--- src/rtl/qrs_pkg.sv ---
package qrs_pkg;
  localparam int unsigned QUADS = 4;

  // quadrant indices: 0 top-left, 1 top-right, 2 bottom-left, 3 bottom-right
  function automatic logic quad_is_right(input int unsigned q);
    return (q == 1) || (q == 3);
  endfunction

  function automatic logic quad_is_top(input int unsigned q);
    return (q == 0) || (q == 1);
  endfunction
endpackage

--- src/rtl/qrs_dwell.sv ---
module qrs_dwell #(
  parameter int unsigned DWELL_W = 16
) (
  input  logic               clk,
  input  logic               rst,
  input  logic               load,
  input  logic               run,
  input  logic [DWELL_W-1:0] dwell,
  input  logic               fast,
  output logic               expire
);
  logic [DWELL_W-1:0] raw, eff_in, eff_q, cnt_q;

  always_comb begin
    raw    = fast ? (dwell >> 2) : dwell;
    eff_in = (raw == '0) ? DWELL_W'(1) : raw;
  end

  always_ff @(posedge clk) begin
    if (rst) begin
      eff_q <= DWELL_W'(1);
      cnt_q <= '0;
    end else if (load) begin
      eff_q <= eff_in;
      cnt_q <= eff_in - DWELL_W'(1);
    end else if (run) begin
      cnt_q <= (cnt_q == '0) ? (eff_q - DWELL_W'(1)) : (cnt_q - DWELL_W'(1));
    end
  end

  assign expire = run && (cnt_q == '0);

  p_eff_nonzero_r4: assert property (@(posedge clk) disable iff (rst)
    eff_q != '0);
  p_cnt_bound_r3: assert property (@(posedge clk) disable iff (rst)
    cnt_q < eff_q);
  p_eff_held_r9: assert property (@(posedge clk) disable iff (rst)
    (run && !load) |=> $stable(eff_q));
endmodule

--- src/rtl/qrs_scan.sv ---
module qrs_scan #(
  parameter int unsigned BLOCKS = 64,
  parameter int unsigned ROWS   = 512,
  parameter int unsigned BLK_W  = 6,
  parameter int unsigned ROW_W  = 9
) (
  input  logic             clk,
  input  logic             rst,
  input  logic             start,
  input  logic             expire,
  output logic             accept,
  output logic             busy,
  output logic             strobe,
  output logic             row_adv,
  output logic             done,
  output logic [BLK_W-1:0] blk,
  output logic [ROW_W-1:0] row
);
  logic last_blk, last_step;

  assign accept    = start && !busy;
  assign last_blk  = (blk == BLK_W'(BLOCKS - 1));
  assign last_step = last_blk && (row == ROW_W'(ROWS - 1));

  always_ff @(posedge clk) begin
    if (rst) begin
      busy    <= 1'b0;
      strobe  <= 1'b0;
      row_adv <= 1'b0;
      done    <= 1'b0;
      blk     <= '0;
      row     <= '0;
    end else begin
      strobe  <= 1'b0;
      row_adv <= 1'b0;
      done    <= 1'b0;
      if (accept) begin
        busy   <= 1'b1;
        strobe <= 1'b1;
        blk    <= '0;
        row    <= '0;
      end else if (expire) begin
        if (last_step) begin
          busy <= 1'b0;
          done <= 1'b1;
        end else begin
          strobe <= 1'b1;
          if (last_blk) begin
            blk     <= '0;
            row     <= row + ROW_W'(1);
            row_adv <= 1'b1;
          end else begin
            blk <= blk + BLK_W'(1);
          end
        end
      end
    end
  end

  p_strobe_in_frame_r2: assert property (@(posedge clk) disable iff (rst)
    strobe |-> busy);
  p_done_idle_r8: assert property (@(posedge clk) disable iff (rst)
    done |-> !busy);
  p_done_single_r8: assert property (@(posedge clk) disable iff (rst)
    done |=> !done);
  p_start_ignored_r9: assert property (@(posedge clk) disable iff (rst)
    (busy && start && !expire) |=> ($stable(blk) && $stable(row)));
  p_row_adv_r7: assert property (@(posedge clk) disable iff (rst)
    row_adv |-> (strobe && blk == '0 && row != '0));
  p_reset_idle_r10: assert property (@(posedge clk)
    rst |=> (!busy && !strobe && !done));
endmodule

--- src/rtl/qrs_coord.sv ---
module qrs_coord
  import qrs_pkg::*;
#(
  parameter int unsigned ARRAY_DIM = 1024,
  parameter int unsigned CHANNELS  = 8,
  parameter int unsigned COORD_W   = 10,
  parameter int unsigned BLK_W     = 6,
  parameter int unsigned ROW_W     = 9
) (
  input  logic                              clk,
  input  logic                              rst,
  input  logic [BLK_W-1:0]                  blk,
  input  logic [ROW_W-1:0]                  row,
  output logic [QUADS*CHANNELS*COORD_W-1:0] x_flat,
  output logic [QUADS*CHANNELS*COORD_W-1:0] y_flat
);
  localparam logic [COORD_W-1:0] EDGE = COORD_W'(ARRAY_DIM - 1);

  logic [COORD_W-1:0] base_col, row_c;
  assign base_col = COORD_W'(blk) * COORD_W'(CHANNELS);
  assign row_c    = COORD_W'(row);

  for (genvar q = 0; q < QUADS; q++) begin : g_quad
    for (genvar j = 0; j < CHANNELS; j++) begin : g_lane
      localparam int unsigned LANE = q * CHANNELS + j;
      logic [COORD_W-1:0] col;
      assign col = base_col + COORD_W'(j);
      if (quad_is_right(q)) begin : g_right
        assign x_flat[LANE*COORD_W +: COORD_W] = EDGE - col;
      end else begin : g_left
        assign x_flat[LANE*COORD_W +: COORD_W] = col;
      end
      if (quad_is_top(q)) begin : g_top
        assign y_flat[LANE*COORD_W +: COORD_W] = EDGE - row_c;
      end else begin : g_bottom
        assign y_flat[LANE*COORD_W +: COORD_W] = row_c;
      end
    end
  end

  p_mirror_x_r5: assert property (@(posedge clk) disable iff (rst)
    (x_flat[0 +: COORD_W] + x_flat[CHANNELS*COORD_W +: COORD_W]) == EDGE);
  p_mirror_y_r6: assert property (@(posedge clk) disable iff (rst)
    (y_flat[0 +: COORD_W] + y_flat[2*CHANNELS*COORD_W +: COORD_W]) == EDGE);
endmodule

--- src/rtl/quad_readout_seq.sv ---
module quad_readout_seq
  import qrs_pkg::*;
#(
  parameter int unsigned ARRAY_DIM = 1024,
  parameter int unsigned CHANNELS  = 8,
  parameter int unsigned DWELL_W   = 16,
  parameter int unsigned COORD_W   = $clog2(ARRAY_DIM)
) (
  input  logic                              clk,
  input  logic                              rst,
  input  logic                              start,
  input  logic [DWELL_W-1:0]                dwell,
  input  logic                              fast_mode,
  output logic                              busy,
  output logic                              conv_strobe,
  output logic                              row_adv,
  output logic                              frame_done,
  output logic [QUADS*CHANNELS*COORD_W-1:0] x_out,
  output logic [QUADS*CHANNELS*COORD_W-1:0] y_out
);
  localparam int unsigned QUAD_DIM = ARRAY_DIM / 2;
  localparam int unsigned BLOCKS   = QUAD_DIM / CHANNELS;
  localparam int unsigned ROWS     = QUAD_DIM;
  localparam int unsigned BLK_W    = (BLOCKS > 1) ? $clog2(BLOCKS) : 1;
  localparam int unsigned ROW_W    = (ROWS > 1) ? $clog2(ROWS) : 1;

  logic             accept, expire;
  logic [BLK_W-1:0] blk;
  logic [ROW_W-1:0] row;

  qrs_dwell #(.DWELL_W(DWELL_W)) u_dwell (
    .clk(clk), .rst(rst), .load(accept), .run(busy),
    .dwell(dwell), .fast(fast_mode), .expire(expire)
  );

  qrs_scan #(.BLOCKS(BLOCKS), .ROWS(ROWS), .BLK_W(BLK_W), .ROW_W(ROW_W)) u_scan (
    .clk(clk), .rst(rst), .start(start), .expire(expire),
    .accept(accept), .busy(busy), .strobe(conv_strobe), .row_adv(row_adv),
    .done(frame_done), .blk(blk), .row(row)
  );

  qrs_coord #(.ARRAY_DIM(ARRAY_DIM), .CHANNELS(CHANNELS), .COORD_W(COORD_W),
              .BLK_W(BLK_W), .ROW_W(ROW_W)) u_coord (
    .clk(clk), .rst(rst), .blk(blk), .row(row), .x_flat(x_out), .y_flat(y_out)
  );

  p_strobe_row_adv_r7: assert property (@(posedge clk) disable iff (rst)
    $rose(busy) |-> (conv_strobe && !row_adv));
endmodule

--- config.mk ---
export PLATFORM = sky130hd
export DESIGN_NAME = quad_readout_seq
export DESIGN_NICKNAME = d
export VERILOG_FILES = /design/src/rtl/qrs_pkg.sv /design/src/rtl/qrs_dwell.sv /design/src/rtl/qrs_scan.sv /design/src/rtl/qrs_coord.sv /design/src/rtl/quad_readout_seq.sv
export SDC_FILE = /design/constraint.sdc
export NUM_CORES = 1
export LEC_CHECK = 0
export ABC_CLOCK_PERIOD_IN_PS = 2540
export BUFFER_PORTS_ARGS = -buffer_cell sky130_fd_sc_hd__buf_2
export CAP_MARGIN = 15
export CORE_AREA = 2 2 261 263
export CTS_BUF_LIST = sky130_fd_sc_hd__clkbuf_8 sky130_fd_sc_hd__clkbuf_16
export CTS_CLUSTER_SIZE = 24
export DETAILED_ROUTE_END_ITERATION = 10
export DIE_AREA = 0 0 263 265
export PLACE_DENSITY_LB_ADDON = 0.15
export SLEW_MARGIN = 20
export SYNTH_ARGS = -nofsm -noshare
export SYNTH_HDL_FRONTEND = slang
export SYNTH_SLANG_ARGS = --single-unit
export TNS_END_PERCENT = 1
--- constraint.sdc ---
create_clock -name clk -period 2.54 [get_ports clk]
set_input_delay 0.381 -clock clk [delete_from_list [all_inputs] [get_ports clk]]
set_output_delay 0.381 -clock clk [all_outputs]
set_load 0.01 [all_outputs]
**Word level (Yosys, flattened, before mapping)**

Index checks and enable logic that the tools add are counted.

- Muxes and demuxes: 14
- Add/sub/neg operators: 21
- Reductions and logical operators: 15
- Bitwise operators: 2
- Equality and inequality tests: 2

Operators by type and width:

| cell | count |
|---|---|
| two-way mux 16 bit | 5 |
| subtractor 10 bit, first input constant | 7 |
| subtractor 16 x 1 -> 16 bit, second input constant | 3 |
| adder 9 x 3 -> 10 bit, second input constant | 4 |
| logical NOT 16 bit | 2 |
| adder 9 x 2 -> 10 bit, second input constant | 2 |
| subtractor 10 x 9 -> 10 bit, first input constant | 2 |
| adder 9 x 1 -> 10 bit, second input constant | 1 |
| adder 9 x 1 -> 9 bit, second input constant | 1 |
| equality test 9 bit, second input constant | 1 |
| two-way mux 1 bit | 8 |
| adder 6 x 1 -> 6 bit, second input constant | 1 |
| equality test 6 bit, second input constant | 1 |
| two-way mux 6 bit | 1 |
| nonzero test 2 bit | 3 |
| AND reduction 2 bit | 2 |
| OR reduction 4 bit | 1 |
| logical AND 1 bit | 3 |
| AND reduction 3 bit | 1 |
| OR reduction 3 bit | 1 |
| NOT 1 bit | 2 |
| OR reduction 2 bit | 1 |
| logical NOT 1 bit | 1 |

- Output and inout bits: 644
- Flip-flop bits (word level): 51
- Word-level logic and storage cells: 62

**Longest topological paths before layout**

Gate-level depths: netlist of the first run.

- Word-level depth: 5
- Depth in mapped cells: 12

**By module**

From an unflattened synthesis of the first run, not the netlist that was laid out.

- Cell total of the unflattened synthesis: 998
- Area, all modules: 7743.7 um^2

By module, submodules not included:

| module | area each (um^2) | sequential area each (um^2) | cells each | instances |
|---|---|---|---|---|
| qrs_coord | 4755.8 | 0.0 | 642 | 1 |
| qrs_dwell | 2008.2 | 640.6 | 246 | 1 |
| qrs_scan | 979.7 | 380.4 | 110 | 1 |

**Worst setup path before layout of the first run**

No wires, ideal clock.

- Kind: register -> register
- Start: register u_scan.busy
- End: register u_dwell.cnt_q[12]
- Arrival time: 2.563 ns
- Path slack: -0.140 ns
- Buffers on the path: 3
- Period minus slack after synthesis: 2.680 ns
- Data required time: 2.423 ns
- Cell stages (with the launch flop): 13
- Cells stage by stage: dfxtp_1 nor2b_1 buf_4 buf_2 clkbuf_1 a211o_2 nand2_1 ha_1 o221ai_1 nor4_4 nand4b_1 xnor2_1 a22o_1

- Cells in the longest elaborated chain, start to end: 3
- Elaborated cells between the ends (all ways): 4
- Classes of those cells: 1 x mux; 3 x reduce/logical

Ends and longest elaborated chain:

| element | line | RTL |
|---|---|---|
| start, declared | qrs_scan.sv:12 | `output logic busy,` |
| start signal, assigned | qrs_scan.sv:27 | `busy <= 1'b0;` |
| start signal, assigned | qrs_scan.sv:38 | `busy <= 1'b1;` |
| start signal, assigned | qrs_scan.sv:44 | `busy <= 1'b0;` |
| logical NOT 1 bit | qrs_scan.sv:21 | `assign accept = start && !busy;` |
| logical AND 1 bit | qrs_scan.sv:21 |  |
| two-way mux 16 bit or nonzero test 2 bit (tied branches) | - |  |
| end signal, assigned | qrs_dwell.sv:25 | `cnt_q <= eff_in - DWELL_W'(1);` |
| end signal, assigned | qrs_dwell.sv:27 | `cnt_q <= (cnt_q == '0) ? (eff_q - DWELL_W'(1)) : (cnt_q - DWELL_W'(1));` |
| end, declared | qrs_dwell.sv:12 | `logic [DWELL_W-1:0] raw, eff_in, eff_q, cnt_q;` |

Several ways; a longest one is shown, not always the timed one.
A chain may end at the register's enable or synchronous reset.

**Worst setup path in the final report of the first run**

- Start: register u_dwell.cnt_q[8]
- End: register u_dwell.cnt_q[12]

- Cells in the longest elaborated chain, start to end: 4
- Elaborated cells between the ends (all ways): 5
- Classes of those cells: 1 x add/sub; 3 x mux; 1 x reduce/logical

Ends and longest elaborated chain:

| element | line | RTL |
|---|---|---|
| subtractor 16 x 1 -> 16 bit or logical NOT 16 bit (tied branches) | qrs_dwell.sv:27 |  |
| two-way mux 16 bit (*) | qrs_dwell.sv:27 |  |
| two-way mux 16 bit (*) | qrs_dwell.sv:26 | `end else if (run) begin` |
| two-way mux 16 bit (*) | qrs_dwell.sv:23 | `end else if (load) begin` |

Every way passes the cells marked *; elsewhere a longest branch is shown, timed or not. The select of a mux whose other input is x is not followed.

==> results of run 1 <==
## layer usage
metal	global-route usage, %	wire length, um	up-vias
met5	0	0	-
met4	1.30	214	0
met3	1.29	1190	9
met2	10.9	12400	294
met1	6.69	9300	2457
li1	-	-	2614
## cell type report
cell class                 instances  area, sq um  share of cell area, %
timing repair buffer             603         3270                   40.6
multi-input combinational        431         2450                   30.5
tap                              873         1090                   13.6
sequential                        51         1030                   12.7
clock buffer                       5          125                   1.55
inverter                          15         56.3                  0.700
clock inverter                     3         20.0                  0.249
antenna                            1         2.50                 0.0311
## what timing repair did
item	4_1_cts	5_1_grt
setup buffers	2	0
gates cloned	0	1
hold buffers	0	0
endpoints found under the setup margin	8	10
pin swaps	1	2
gates resized for setup	1	15
## cells in the final DEF, fill, tap and decap left out, drive strengths merged, types with 3 or more instances in the layout
master and instances:
dfxtp 51, buf 603, nor2b 11, nand4 8, o21ai 7, and2 8
a211oi 12, conb 160, inv 17, nand2b 5, xnor2 17, nand3b 3
nand2 17, ha 4, nor4 13, nor3 28, a22o 3, mux2i 5
xor2 6, o22ai 10, o31ai 8, nand3 7, nor2 67, a21oi 8
clkbuf 5, mux2 4
## critical path: cells and delay by family, from the launching register on
family | cells | cell delay [ns]
compound gates | 3 | 0.67
flops | 1 | 0.36
buf+inv | 1 | 0.15
xor+xnor | 1 | 0.15
simple gates | 5 | 0.79
fa+ha+maj | 1 | 0.17
## sequential cells by signal, indices dropped and copies added (netlist names)
name	cells
u_scan.busy	1
u_scan.row	9
u_scan.row_adv	1
u_scan.blk	6
u_dwell.cnt_q	16
u_scan.strobe	1
u_dwell.eff_q	16
u_scan.done	1
## metrics by stage
stage | worst slack (ns) | cells | TNS, ns
after floorplan | -0.0321 | 1128 | -0.0638
after global placement | -0.173 | 1970 | -0.514
after detailed placement | -0.177 | 1970 | -0.424
after CTS | -0.000146 | 1980 | -0.000146
after global routing | -0.0165 | 1981 | -0.0267
final | 0.141 | 1982 | 0
## power breakdown
group | total [uW] | leakage [uW] | internal [uW] | switching (uW)
logic | 764 | 0.00354 | 320 | 444
registers | 904 | 0.000420 | 852 | 52.0
clock network | 781 | 0.0000716 | 369 | 412
total | 2450 | 0.00403 | 1540 | 908
## cells by family (layout without fill, tap and decap cells)
kind of cell	after synthesis	after routing	share of synthesized area (%)
buffers and inverters	647	626	62.9
flip-flops	51	51	13.5
AO/OA/AOI/OAI	61	61	6.65
multiplexers	9	9	1.31
other	2	161	0.0993
AND/OR/NAND/NOR	173	174	12.2
XOR/XNOR	23	23	2.66
adder cells (fa/ha/maj)	4	4	0.662
## worst max path at each step
stage / to / startpoint / slack (ns) / cells after the start
floorplan: u_scan.row[5] / u_scan.blk[4] / -0.03 / 8
global placement: u_dwell.cnt_q[14] / dwell[10] / -0.17 / 13
detailed placement: u_dwell.cnt_q[14] / dwell[10] / -0.18 / 13
CTS: u_dwell.cnt_q[10] / u_dwell.cnt_q[11] / -0.0001 / 11
global route: u_dwell.cnt_q[14] / u_dwell.cnt_q[8] / -0.02 / 12
finish: u_dwell.cnt_q[12] / u_dwell.cnt_q[8] / 0.14 / 11
==> impl_metrics.csv, run 1 <==
group,metric,value,unit
hold_path,whs_path_depth,2,
floorplan,die-area,69700,sq um
hold_path,min_path_type,"in2reg",
setup_path,crit_arrival,2.63,ns
timing,whs,0.335,ns
grt,grt.overflow.total,0,
timing,skew,0.0196,ns
timing,fmax,417,MHz
pwr,power.leakage,0.00403,uW
cts,clk_pin_slew,0.09,ns
floorplan,die_w,263,um
grt,grt_max_degree,32,
cts,cts_sinks,51,
pwr,p_per_area,304,nW/um^2
drt,vias,5374,
cts,clock-root-buffer,"clkbuf_16",
placement,hpwl,18900,um
cts,clockBufferDepth,2,
floorplan,start_util,11.3,%
timing,hold_viol,0,
cts,tritoncts,"built",
timing,fin_crit,2.40,ns
floorplan,core-area,66800,sq um
setup_path,regToRegSetupSlack,0.14,ns
drt,drc,0,
logic_synthesis,yosys.cell_types.count,55,
setup_path,rr_worst_depth,11,
layout,nets,1131,
setup_path,crit_type,"reg2reg",
logic_synthesis,async_flop_share,0,%
logic_synthesis,ys.flop_type,"dfxtp_1",
logic_synthesis,yosysMostFrequentCell,"buf_4",
setup_path,slowest_stage,"dfxtp_1",
placement,placed_cell_area,7810,sq um
grt,antenna_found_initial,0,
logic_synthesis,synthCells,970,
timing,max-slew-margin-rel,56.4,%
setup_path,critPathMaxFanout,4,
grt,grt.total_usage,5.82,%
setup_path,end_kind,"register",
setup_path,reg2reg_from,"u_dwell.cnt_q[8]",
timing,rsz0062_at_grt,"true",
timing,drv_slew,0,
placement,gp_congestion,0.668,
outcome,outcome,"finished, final reports clean",
drt,routed_via_density,2.71,
hold_path,hp-start,"rst",
floorplan,rows,95,
drt,avgRoutedWirePerCell,11.6,um
run,cap_violations,0,
grt,grt_pass1_vias,4387,
logic_synthesis,synth.area.top_cells,"buf_4, dfxtp_1, nor2_1, xnor2_1, nor3_1",
floorplan,num_io_pins,664,
setup_path,cp.required,2.77,ns
logic_synthesis,synth_seq_area_share,13.5,%
logic_synthesis,synth_seq_cells,51,
layout,final_core_util,12.0,%
cts,htree_levels,2,
logic_synthesis,synth_common_cells,"buf_4, nor2_1, dfxtp_1",
logic_synthesis,syn_avg_cell_area,7.80,sq um
setup_path,slowest_delay,0.36,ns
placement,portBuffers,503,
logic_synthesis,synth_top_area_share,60.6,%
logic_synthesis,yosysWarnings,0,
logic_synthesis,synth_top_area_cell,"buf_4",
setup_path,r2r_end,"u_dwell.cnt_q[12]",
drt,drt.antenna.violating_nets,0,
drt,wl,23100,um
layout,fillers,7819,
layout,final_cell_area,8050,sq um
drt,first_iter_violations,135,
drt,drt_pre_antenna_iters,4,
layout,drive_gt1_share,58.8,%
setup_path,cp-start-kind,"register",
timing,setup_viol,0,
grt,grt_pass1_wl,30100,um
cts,numCtsBuffers,5,
logic_synthesis,synth-edff-count,0,
pwr,power,2450,uW
floorplan,fp.dieH,265,um
timing,tightest_slew,0.654,ns
pwr,vdd_ir_drop_max,0.233,mV
cts,clock_latency,0.33,ns
timing,period_share,94.5,%
hold_path,hold_end,"u_scan.strobe",
layout,area_growth,6.38,%
setup_path,crit_chain,"nor4_2 > buf_4 > and4_4 > a211o_1 > nand2_1 > ha_1 > o221ai_2 > nor4_4 > nand4b_1 > xnor2_1 > a22o_1",
logic_synthesis,synth_area,7570,sq um
(Power assumes the default switching activity.)
==> run 2: changes to the inputs <==
RECOVER_POWER = 50   (was not set)
==> impl_metrics.csv, run 2 (synthesis gave the netlist of run 1 again) <==
group,metric,value,unit
outcome,outcome,"finished, final reports clean",
timing,fmax,413,MHz
drt,drt_pre_antenna_iters,4,
drt,drt.antenna.violating_nets,0,
layout,mostFrequentLayoutCell,"buf_2",
timing,period_share,95.2,%
placement,placed_cell_area,7810,sq um
placement,dp_cells,1970,
setup_path,crit_type,"reg2out",
placement,portBuffers,503,
drt,wl_met1,9430,um
floorplan,fp.dieH,265,um
layout,multi_input_area,2450,sq um
pwr,power.leakage,0.00307,uW
cts,clock_latency,0.33,ns
drt,wl,23300,um
pwr,vdd_ir_drop_max,0.231,mV
layout,fillers,7995,
timing,skew,0.0192,ns
cts,clockBufferDepth,2,
setup_path,crit_arrival,2.04,ns
setup_path,cp.required,2.16,ns
grt,grt.overflow.total,0,
drt,met3_length,1210,um
timing,tns,0,ns
cts,numCtsBuffers,5,
grt,grt.total_usage,5.82,%
drt,avgRoutedWirePerCell,11.8,um
layout,regArea,1030,sq um
pwr,p_per_area,317,nW/um^2
timing,fin_crit,2.42,ns
timing,setup_viol,0,
grt,grt_max_degree,32,
layout,layout_common_cells,"buf_2, clkbuf_1, conb_1",
setup_path,end_kind,"primary output",
cts,clock-root-buffer,"clkbuf_16",
layout,antenna_cells,0,
layout,area_growth,1.87,%
cts,cts_sinks,51,
setup_path,cp-start-kind,"register",
drt,first_iter_violations,163,
floorplan,die_w,263,um
layout,drive_gt1_share,37.0,%
setup_path,critPathMaxFanout,18,
floorplan,start_util,11.3,%
drt,met2WireLength,12400,um
floorplan,num_io_pins,664,
timing,tightest_slew,0.998,ns
cts,htree_levels,2,
drt,drc,0,
timing,rsz0062_at_grt,"true",
timing,max-slew-margin-rel,33.5,%
drt,routed_via_density,2.71,
cts,clk_pin_slew,0.08,ns
floorplan,rows,95,
floorplan,core-area,66800,sq um
drt,vias,5365,
layout,final_cell_area,7710,sq um
drt,top_layer,"met4",
floorplan,die-area,69700,sq um
layout,instances_no_fill,1981,
layout,nets,1131,
grt,grt_pass1_vias,4387,
grt,antenna_found_initial,0,
timing,hold_viol,0,
placement,hpwl,18900,um
grt,grt_pass1_wl,30100,um
timing,whs,0.323,ns
timing,drv_slew,0,
hold_path,min_path_type,"in2reg",
cts,tritoncts,"built",
layout,largest_registers,"u_dwell.cnt_q: 16 flops, u_dwell.eff_q: 16 flops, u_scan.row: 9 flops",
placement,gp_congestion,0.668,
run,cap_violations,0,
run 2: cell count changes in the layout (fill, tap and decap cells not counted), sizes merged:
cell    delta
clkbuf   +241
buf      -241
diode      -1
run 2: repair_timing:
item	4_1_cts	5_1_grt
cloned	0	1
pin swaps	1	2
hold buffers	0	0
setup endpoints to repair	8	10
buffers inserted	2	0
resized for setup	1	15
run 2: layout make-up:
cell class                 count  area share (%)
timing repair buffer         603            38.1
multi-input combinational    431            31.8
tap                          873            14.2
sequential                    51            13.3
clock buffer                   5            1.62
inverter                      15           0.731
clock inverter                 3           0.260
run 2: metrics by stage:
| step | total power (uW) | utilization (%) | setup slack, ns |
|---|---|---|---|
| finish | 2440 | 11.5 | 0.121 |
| global route | 2620 | 11.5 | -0.0165 |
| CTS | 2510 | 11.9 | -0.000146 |
| detailed placement | 1670 | 11.7 | -0.177 |
| global placement | 1670 | 11.7 | -0.173 |
| floorplan | 1540 | - | -0.0321 |
run 2: path summary, 6_finish.rpt:
path / startpoint / end / slack (ns) / cells after the start
worst min register to register: u_dwell.eff_q[15] / u_dwell.eff_q[15] / 0.46 / 2
worst max register to register: u_dwell.cnt_q[8] / u_dwell.cnt_q[12] / 0.13 / 11
worst max-delay path: u_scan.row[3] / y_out[53] / 0.12 / 3
worst min-delay path: rst / u_scan.strobe / 0.32 / 2
run 2: report_power, final:
group	switching, uW	leakage (uW)	total, uW	internal [uW]
Sequential	52.7	0.000420	904	852
Combinational	442	0.00258	760	318
Clock	410	0.0000716	779	369
Total	905	0.00307	2440	1540
run 2: worst max-delay path: stages (launching register included):
cell	delay (ns)
dfxtp_1	0.32
clkbuf_1	0.63
inv_1	0.49
buf_2	0.28
run 2: layer usage:
| layer | global-route usage, % | vias to the layer above |
|---|---|---|
| met2 | 10.9 | 282 |
| met4 | 1.30 | 0 |
| met3 | 1.29 | 9 |
| li1 | - | 2614 |
| met1 | 6.69 | 2460 |
| met5 | 0 | - |
